--- src/rtl/rcg_pkg.sv ---
package rcg_pkg;
    typedef enum logic [0:0] {ST_RUN, ST_HOLD} seq_state_t;
    localparam int SRC_W    = 8;
    localparam int BIT_PIN  = 0;
    localparam int BIT_SW   = 4;
    localparam int BIT_WDT  = 5;
    localparam int BIT_FERR = 6;
endpackage

--- src/rtl/flash_guard.sv ---
module flash_guard #(
    parameter int              ADDR_W   = 16,
    parameter logic [ADDR_W-1:0] CODE_TOP = 16'h7BFF
) (
    input  logic              fetch_vld,
    input  logic [ADDR_W-1:0] fetch_addr,
    input  logic              tblrd_vld,
    input  logic [ADDR_W-1:0] tblrd_addr,
    input  logic              fwr_vld,
    input  logic [ADDR_W-1:0] fwr_addr,
    input  logic              pswe,
    input  logic              sec_lock,
    input  logic              vdd_mon_en,
    output logic              ferr_hit
);
    logic fetch_bad, tbl_bad, wr_bad;

    always_comb begin
        fetch_bad = fetch_vld && (fetch_addr > CODE_TOP);
        tbl_bad   = tblrd_vld && ((tblrd_addr > CODE_TOP) || sec_lock);
        wr_bad    = fwr_vld && pswe &&
                    ((fwr_addr > CODE_TOP) || sec_lock || !vdd_mon_en);
        ferr_hit  = fetch_bad || tbl_bad || wr_bad;
    end
endmodule

--- src/rtl/rst_seq.sv ---
module rst_seq
    import rcg_pkg::*;
#(
    parameter int PULSE_LEN = 4
) (
    input  logic             clk,
    input  logic             ext_rst_n,
    input  logic             sw_req,
    input  logic             wdt_req,
    input  logic             ferr_req,
    output logic             sys_rst,
    output logic [SRC_W-1:0] rst_src
);
    localparam int CW = (PULSE_LEN > 1) ? $clog2(PULSE_LEN) : 1;
    localparam logic [CW-1:0] CNT_LAST = CW'(PULSE_LEN - 1);

    seq_state_t       state_q, state_d;
    logic [CW-1:0]    cnt_q, cnt_d;
    logic [SRC_W-1:0] src_q, src_d;
    logic             any_cause;

    assign any_cause = sw_req || wdt_req || ferr_req;

    always_ff @(posedge clk or negedge ext_rst_n) begin
        if (!ext_rst_n) begin
            state_q <= ST_HOLD;
            cnt_q   <= '0;
            src_q   <= SRC_W'(1) << BIT_PIN;
        end else begin
            state_q <= state_d;
            cnt_q   <= cnt_d;
            src_q   <= src_d;
        end
    end

    always_comb begin
        state_d = state_q;
        cnt_d   = cnt_q;
        src_d   = src_q;
        unique case (state_q)
            ST_RUN: begin
                if (any_cause) begin
                    state_d          = ST_HOLD;
                    cnt_d            = '0;
                    src_d            = '0;
                    src_d[BIT_SW]    = sw_req;
                    src_d[BIT_WDT]   = wdt_req;
                    src_d[BIT_FERR]  = ferr_req;
                end
            end
            ST_HOLD: begin
                if (cnt_q == CNT_LAST) state_d = ST_RUN;
                else                   cnt_d   = cnt_q + 1'b1;
            end
        endcase
    end

    assign sys_rst = (state_q == ST_HOLD);
    assign rst_src = src_q;

    AST_PULSE_MIN: assert property (@(posedge clk) disable iff (!ext_rst_n)
        $rose(sys_rst) |=> sys_rst);
    AST_CAUSE_START: assert property (@(posedge clk) disable iff (!ext_rst_n)
        (!sys_rst && any_cause) |=> sys_rst);
    AST_HOLD_SRC_STABLE: assert property (@(posedge clk) disable iff (!ext_rst_n)
        (sys_rst && $past(sys_rst)) |-> $stable(rst_src));
    AST_SRC_UNUSED_ZERO: assert property (@(posedge clk) disable iff (!ext_rst_n)
        (rst_src & 8'b1000_1110) == 8'h00);
endmodule

--- src/rtl/wdt_div.sv ---
module wdt_div #(
    parameter int WDT_DIV = 12
) (
    input  logic clk,
    input  logic ext_rst_n,
    input  logic sys_rst,
    input  logic wdt_dis,
    output logic wdt_en,
    output logic wdt_tick
);
    localparam int DW = (WDT_DIV > 1) ? $clog2(WDT_DIV) : 1;
    localparam logic [DW-1:0] DIV_LAST = DW'(WDT_DIV - 1);

    logic [DW-1:0] div_q;
    logic          en_q;

    always_ff @(posedge clk or negedge ext_rst_n) begin
        if (!ext_rst_n) begin
            en_q  <= 1'b1;
            div_q <= '0;
        end else if (sys_rst) begin
            en_q  <= 1'b1;
            div_q <= '0;
        end else begin
            if (wdt_dis) en_q <= 1'b0;
            div_q <= (div_q == DIV_LAST) ? '0 : div_q + 1'b1;
        end
    end

    assign wdt_en   = en_q;
    assign wdt_tick = en_q && !sys_rst && (div_q == DIV_LAST);

    AST_TICK_NEEDS_EN: assert property (@(posedge clk) disable iff (!ext_rst_n)
        wdt_tick |-> wdt_en);
    AST_EN_AFTER_RST: assert property (@(posedge clk) disable iff (!ext_rst_n)
        sys_rst |=> wdt_en);
endmodule

--- src/rtl/rst_cause_guard.sv ---
module rst_cause_guard
    import rcg_pkg::*;
#(
    parameter int                ADDR_W    = 16,
    parameter logic [ADDR_W-1:0] CODE_TOP  = 16'h7BFF,
    parameter int                PULSE_LEN = 4,
    parameter int                WDT_DIV   = 12
) (
    input  logic              clk,
    input  logic              ext_rst_n,
    input  logic              fetch_vld,
    input  logic [ADDR_W-1:0] fetch_addr,
    input  logic              tblrd_vld,
    input  logic [ADDR_W-1:0] tblrd_addr,
    input  logic              fwr_vld,
    input  logic [ADDR_W-1:0] fwr_addr,
    input  logic              pswe,
    input  logic              sec_lock,
    input  logic              vdd_mon_en,
    input  logic              sw_rst_req,
    input  logic              wdt_expire,
    input  logic              wdt_dis,
    output logic              sys_rst,
    output logic [SRC_W-1:0]  rst_src,
    output logic              wdt_en,
    output logic              wdt_tick
);
    logic ferr_hit;

    flash_guard #(.ADDR_W(ADDR_W), .CODE_TOP(CODE_TOP)) guard_i (
        .fetch_vld  (fetch_vld),
        .fetch_addr (fetch_addr),
        .tblrd_vld  (tblrd_vld),
        .tblrd_addr (tblrd_addr),
        .fwr_vld    (fwr_vld),
        .fwr_addr   (fwr_addr),
        .pswe       (pswe),
        .sec_lock   (sec_lock),
        .vdd_mon_en (vdd_mon_en),
        .ferr_hit   (ferr_hit)
    );

    rst_seq #(.PULSE_LEN(PULSE_LEN)) seq_i (
        .clk       (clk),
        .ext_rst_n (ext_rst_n),
        .sw_req    (sw_rst_req),
        .wdt_req   (wdt_expire),
        .ferr_req  (ferr_hit),
        .sys_rst   (sys_rst),
        .rst_src   (rst_src)
    );

    wdt_div #(.WDT_DIV(WDT_DIV)) div_i (
        .clk       (clk),
        .ext_rst_n (ext_rst_n),
        .sys_rst   (sys_rst),
        .wdt_dis   (wdt_dis),
        .wdt_en    (wdt_en),
        .wdt_tick  (wdt_tick)
    );

    AST_FETCH_HIGH_RESETS: assert property (@(posedge clk) disable iff (!ext_rst_n)
        (!sys_rst && fetch_vld && (fetch_addr > CODE_TOP)) |=> (sys_rst && rst_src[BIT_FERR]));
    AST_SW_FLAG: assert property (@(posedge clk) disable iff (!ext_rst_n)
        (!sys_rst && sw_rst_req) |=> rst_src[BIT_SW]);
    AST_WDT_FLAG: assert property (@(posedge clk) disable iff (!ext_rst_n)
        (!sys_rst && wdt_expire) |=> rst_src[BIT_WDT]);
endmodule

--- config.mk ---
export PLATFORM = sky130hd
export DESIGN_NAME = rst_cause_guard
export DESIGN_NICKNAME = d
export VERILOG_FILES = /design/src/rtl/rcg_pkg.sv /design/src/rtl/flash_guard.sv /design/src/rtl/rst_seq.sv /design/src/rtl/wdt_div.sv /design/src/rtl/rst_cause_guard.sv
export SDC_FILE = /design/constraint.sdc
export NUM_CORES = 1
export LEC_CHECK = 0
export BUFFER_PORTS_ARGS = -buffer_cell sky130_fd_sc_hd__buf_2
export CAP_MARGIN = 20
export CORE_ASPECT_RATIO = 1.4
export CORE_MARGIN = 3
export CORE_UTILIZATION = 35
export CTS_BUF_LIST = sky130_fd_sc_hd__clkbuf_16
export CTS_CLUSTER_DIAMETER = 40
export DETAILED_ROUTE_END_ITERATION = 12
export HOLD_SLACK_MARGIN = 0.05
export PLACE_DENSITY = 0.79
export REMOVE_ABC_BUFFERS = 1
export SKIP_CTS_REPAIR_TIMING = 1
export SLEW_MARGIN = 0
export SYNTH_ARGS = -nofsm -noshare
export SYNTH_HDL_FRONTEND = slang
export SYNTH_SLANG_ARGS = --single-unit
--- constraint.sdc ---
create_clock -name clk -period 1.4 [get_ports clk]
set_input_delay 0.28 -clock clk [delete_from_list [all_inputs] [get_ports clk]]
set_output_delay 0.28 -clock clk [all_outputs]
set_load 0.02 [all_outputs]
Word-level counts from Yosys, hierarchy flattened:

Index checks and enable logic that the tools add are counted.

* bits in registers: 12
* input port bits: 59
* word-level logic and storage cells: 43

* add/sub/neg operators: 2
* magnitude comparators: 3
* equality and inequality tests: 4
* mux-type cells: 10
* bitwise gates (word level): 1
* reductions and logical operators: 18

Operator list (number)
* $gt A16 B15 Y1 const B: 3
* $mux W4: 2
* $logic_or A1 B1 Y1: 7
* $logic_and A1 B1 Y1: 6
* $add A4 B1 Y4 const B: 1
* $eq A4 B4 Y1 const B: 1
* $mux W1: 4
* $mux W2: 2
* $pmux W2 S2: 1
* $reduce_and A2 Y1: 2
* $add A2 B1 Y2 const B: 1
* $eq A2 B2 Y1 const B: 1
* $logic_not A1 Y1: 2
* $ne A2 B1 Y1 const B: 1
* $ne A2 B2 Y1 const B: 1
* $pmux W1 S2: 1
* $reduce_bool A2 Y1: 1
* $not A1 Y1: 1

Logic depth before layout (Yosys ltp):

* depth in word-level cells: 8
* depth in mapped cells: 5
* gate-level depth less buffers: 5

Hierarchy:

From an unflattened synthesis, not the netlist that was laid out.

* cell total of the unflattened synthesis: 63
* area, all modules: 696.9 um^2

Modules (own cells, without submodules)
* rst_seq: instances 1, cells each 29, area an instance 394.1 um^2, seq. area each 177.7 um^2
* wdt_div: instances 1, cells each 21, area an instance 226.5 um^2, seq. area each 126.4 um^2
* flash_guard: instances 1, cells each 13, area an instance 76.3 um^2, seq. area each 0.0 um^2

Least setup slack after synthesis:

Ideal clock, no wire load.

* path type: register to output
* from: reg seq_i.state_q, in the netlist seq_i.sys_rst
* to: out wdt_tick
* arrival time: 1239 ps
* required time: 1120 ps
* slack: -119 ps
* cell stages (with the launch flop): 4
* buffers on the path: 1
* cells stage by stage: dfstp_2 > buf_2 > nand3b_1 > nor3b_1

* cells in the longest elaborated chain, start to end: 3

Ends and longest elaborated chain
* from (decl): RTL line rst_seq.sv:17 `seq_state_t state_q, state_d;`
* from (signal assigned): RTL line rst_seq.sv:30 `state_q <= state_d;`
* $logic_not A1 Y1: RTL line wdt_div.sv:31 `assign wdt_tick = en_q && !sys_rst && (div_q == DIV_LAST);`
* $logic_and A1 B1 Y1 (2 in series): RTL line wdt_div.sv:31
* to (decl): RTL line rst_cause_guard.sv:26 `output logic wdt_tick`

No other way between the ends.

Worst setup path in the final report:

* from: reg div_i.div_q[0]
* to: out wdt_tick

* cells in the longest elaborated chain, start to end: 2

Ends and longest elaborated chain
* from (decl): RTL line wdt_div.sv:14 `logic [DW-1:0] div_q;`
* from (signal assigned): RTL line wdt_div.sv:26 `div_q <= (div_q == DIV_LAST) ? '0 : div_q + 1'b1;`
* $eq A4 B4 Y1: RTL line wdt_div.sv:31
* $logic_and A1 B1 Y1: RTL line wdt_div.sv:31

No other way between the ends.

==> flow_summary.json <==
{
  "rsz0062_at_grt": "yes",
  "dr.pass1.iters": 2,
  "period_share_pct": 107,
  "sw_frac_of_total_pct": 32.8,
  "wl_um": 1630,
  "hold_slack_ns": 0.292,
  "seqPwrFrac_pct": 33.3,
  "ios": 70,
  "die_area_sq_um": 2610,
  "grt_max_degree": 13,
  "area_growth_pct": 44.0,
  "finalWeightedCongestion": 0.726,
  "skew_ns": 0.00343,
  "end_kind": "primary output",
  "setup.worst_path.class": "reg -> out",
  "rows": 18,
  "path_cells": "ha_4, nand3b_1, nor3b_2, buf_4",
  "share_comb_of_total_power_pct": 37.7,
  "n_antenna_cell": 0,
  "worst_setup_path_start_kind": "register",
  "path_max_fanout": 3,
  "post-route-util_pct": 55.2,
  "synth_cell_types": 30,
  "path_clk_slew_ns": 0.04,
  "clk_path_buf_depth": 2,
  "cts_buffers": 3,
  "synth_area_sq_um": 708,
  "fmax_ghz": 0.667,
  "wl_per_cell_um": 12.1,
  "outcome": "finished with violations",
  "antenna_found_initial": 0,
  "die_height_um": 59.2,
  "drt_iter0_markers": 1,
  "synth_most_common_cell": "nand2_1",
  "synth_top_area_share_pct": 31.8,
  "place_ws_ns": 0.0682,
  "dpl.hpwl_um": 1310,
  "synthTopCellsByArea": "dfrtp_1, dfstp_2, nand2_1, o31ai_1, mux2i_1",
  "worstHoldPathCells": 3,
  "critical-path-top-delay-family": "flip-flops",
  "clk_latency_ns": 0.24,
  "period_minus_slack_ns": 1.50,
  "hold_viol_final": 0,
  "initial_utilization_pct": 38.3,
  "nets": 176,
  "cts_sinks": 12,
  "port_buffers": 35,
  "grt_pass1_vias": 641,
  "synth_edf_count": 0,
  "avgViaCountPerCell": 5.10,
  "finalMaxSlewViolations": 0,
  "yosysWarnings": 0,
  "dieWidth_um": 44.0,
  "powerDensity_nw_per_um2": 1740,
  "gr-usage-met2_pct": 22.9,
  "synth_top_area_cell": "dfrtp_1",
  "power_mw": 1.78,
  "setup_violations": 1,
  "grtUsageMet1_pct": 15.2,
  "ant_nets": 0,
  "worst-path-buf-inv": 1,
  "leakagePower_nw": 0.488,
  "vdd_drop_max_uv": 715,
  "async_flop_share_pct": 100,
  "p_sw_mw": 0.583,
  "grt_pass1_wl_um": 2610,
  "synthTopCellsByCount": "nand2_1, dfrtp_1, nand3_1, nor2_1, o31ai_1",
  "cap_violations": 0,
  "ys.flop_type": "dfrtp_1",
  "vias": 684,
  "use_met3_pct": 4.26,
  "syn_inst": 73,
  "crit_path_top_delay_cell": "dfrtp_1",
  "power_frac_clock_pct": 29.0,
  "min_path_type": "in -> reg",
  "layout-drive-gt1-share_pct": 44.7,
  "tritoncts": "yes",
  "rr_worst_depth": 4,
  "synth_area_per_cell_sq_um": 9.70,
  "crit_required_ns": 1.12,
  "cp.arrival_ns": 1.22,
  "core_sq_um": 1850,
  "overflow": 0,
  "path_depth": 4,
  "slowest_delay_ns": 0.40,
  "violations": "setup timing",
  "cts-root-buf": "clkbuf_16",
  "drc_errors": 0,
  "grt_usage_pct": 14.1,
  "seq_area_frac_synth_pct": 42.9,
  "cts-htree-levels": 1,
  "p_int_mw": 1.19,
  "ys_ff_latch": 12,
  "setup_slack_ns": -0.0991,
  "busiest_layer": "met2"
}
[worst paths after layout]
| kind | slack [ns] | from | to |
|---|---|---|---|
| worst max-delay path | -0.1 | div_i.div_q[0] | wdt_tick |
| worst min-delay path | 0.29 | wdt_dis | div_i.wdt_en |
| worst max register to register | 0.19 | seq_i.cnt_q[0] | seq_i.cnt_q[1] |
| worst min register to register | 0.48 | seq_i.rst_src[0] | seq_i.rst_src[0] |
| max in group asynchronous | 0.67 | ext_rst_n | seq_i.sys_rst |
| min in group asynchronous | 0.45 | ext_rst_n | seq_i.cnt_q[0] |
[flip-flops by register name, summed over array words and instances, names as in the netlist]
name           count
seq_i.sys_rst      1
seq_i.rst_src      4
div_i.wdt_en       1
div_i.div_q        4
seq_i.cnt_q        2
[layout by cell type (no fill, tap or decap), types with 3 or more instances in the layout]
cell type	n
buf_2	34
clkbuf_16	3
o31ai_1	5
dfrtp_1	9
conb_1	4
mux2i_1	3
nand3_1	5
dfstp_2	3
nand2b_1	4
nor2_1	5
nand2_1	10
buf_4	5
[cells by family (layout without fill, tap and decap cells)]
family	after synthesis	in the layout	synth area share, %
AO/OA/AOI/OAI	14	14	16.4
XOR/XNOR	1	1	1.24
adder cells (fa/ha/maj)	2	2	3.53
buffers and inverters	7	45	6.01
flip-flops	12	12	42.9
multiplexers	4	4	5.83
other	1	4	0.530
AND/OR/NAND/NOR	32	32	23.5
[tightest hold or removal path, delay by kind of cell]
family,cells,cell delay [ns]
compound gates,1,0.14
buf+inv,2,0.10
[per-layer routing]
metal / vias up / part of all wire [%] / wire length (um)
li1: 332 / - / -
met1: 311 / 38 / 617
met2: 36 / 50 / 812
met3: 5 / 9.2 / 150
met4: 0 / 2.9 / 47
met5: - / 0 / 0
[metrics by stage]
stage	instance area (sq um)	TNS, ns	std cells
2_1_floorplan	681	-0.0879	70
3_3_place_gp	896	0	127
3_5_place_dp	896	0	127
4_1_cts	975	-0.195	131
5_1_grt	1020	-0.180	134
6_report	1020	-0.0991	134
[cell type report]
| cell class | instances | area [sq um] |
|---|---|---|
| tap | 20 | 25.0 |
| sequential | 12 | 304 |
| inverter | 1 | 3.75 |
| timing repair buffer | 40 | 218 |
| fill | 176 | 827 |
| multi-input combinational | 57 | 390 |
| clock inverter | 1 | 3.75 |
| clock buffer | 3 | 75.1 |
[power groups by stage]
| stage | Clock [mW] | Sequential (mW) | Combinational (mW) |
|---|---|---|---|
| finish | 0.515 | 0.591 | 0.669 |
| global route | 0.549 | 0.603 | 0.742 |
| CTS | 0.525 | 0.584 | 0.650 |
| detailed placement | 0 | 0.587 | 0.649 |
| global placement | 0 | 0.573 | 0.617 |
| floorplan | 0 | 0.688 | 0.308 |
No activity file was read; power rests on OpenSTA's default activity.
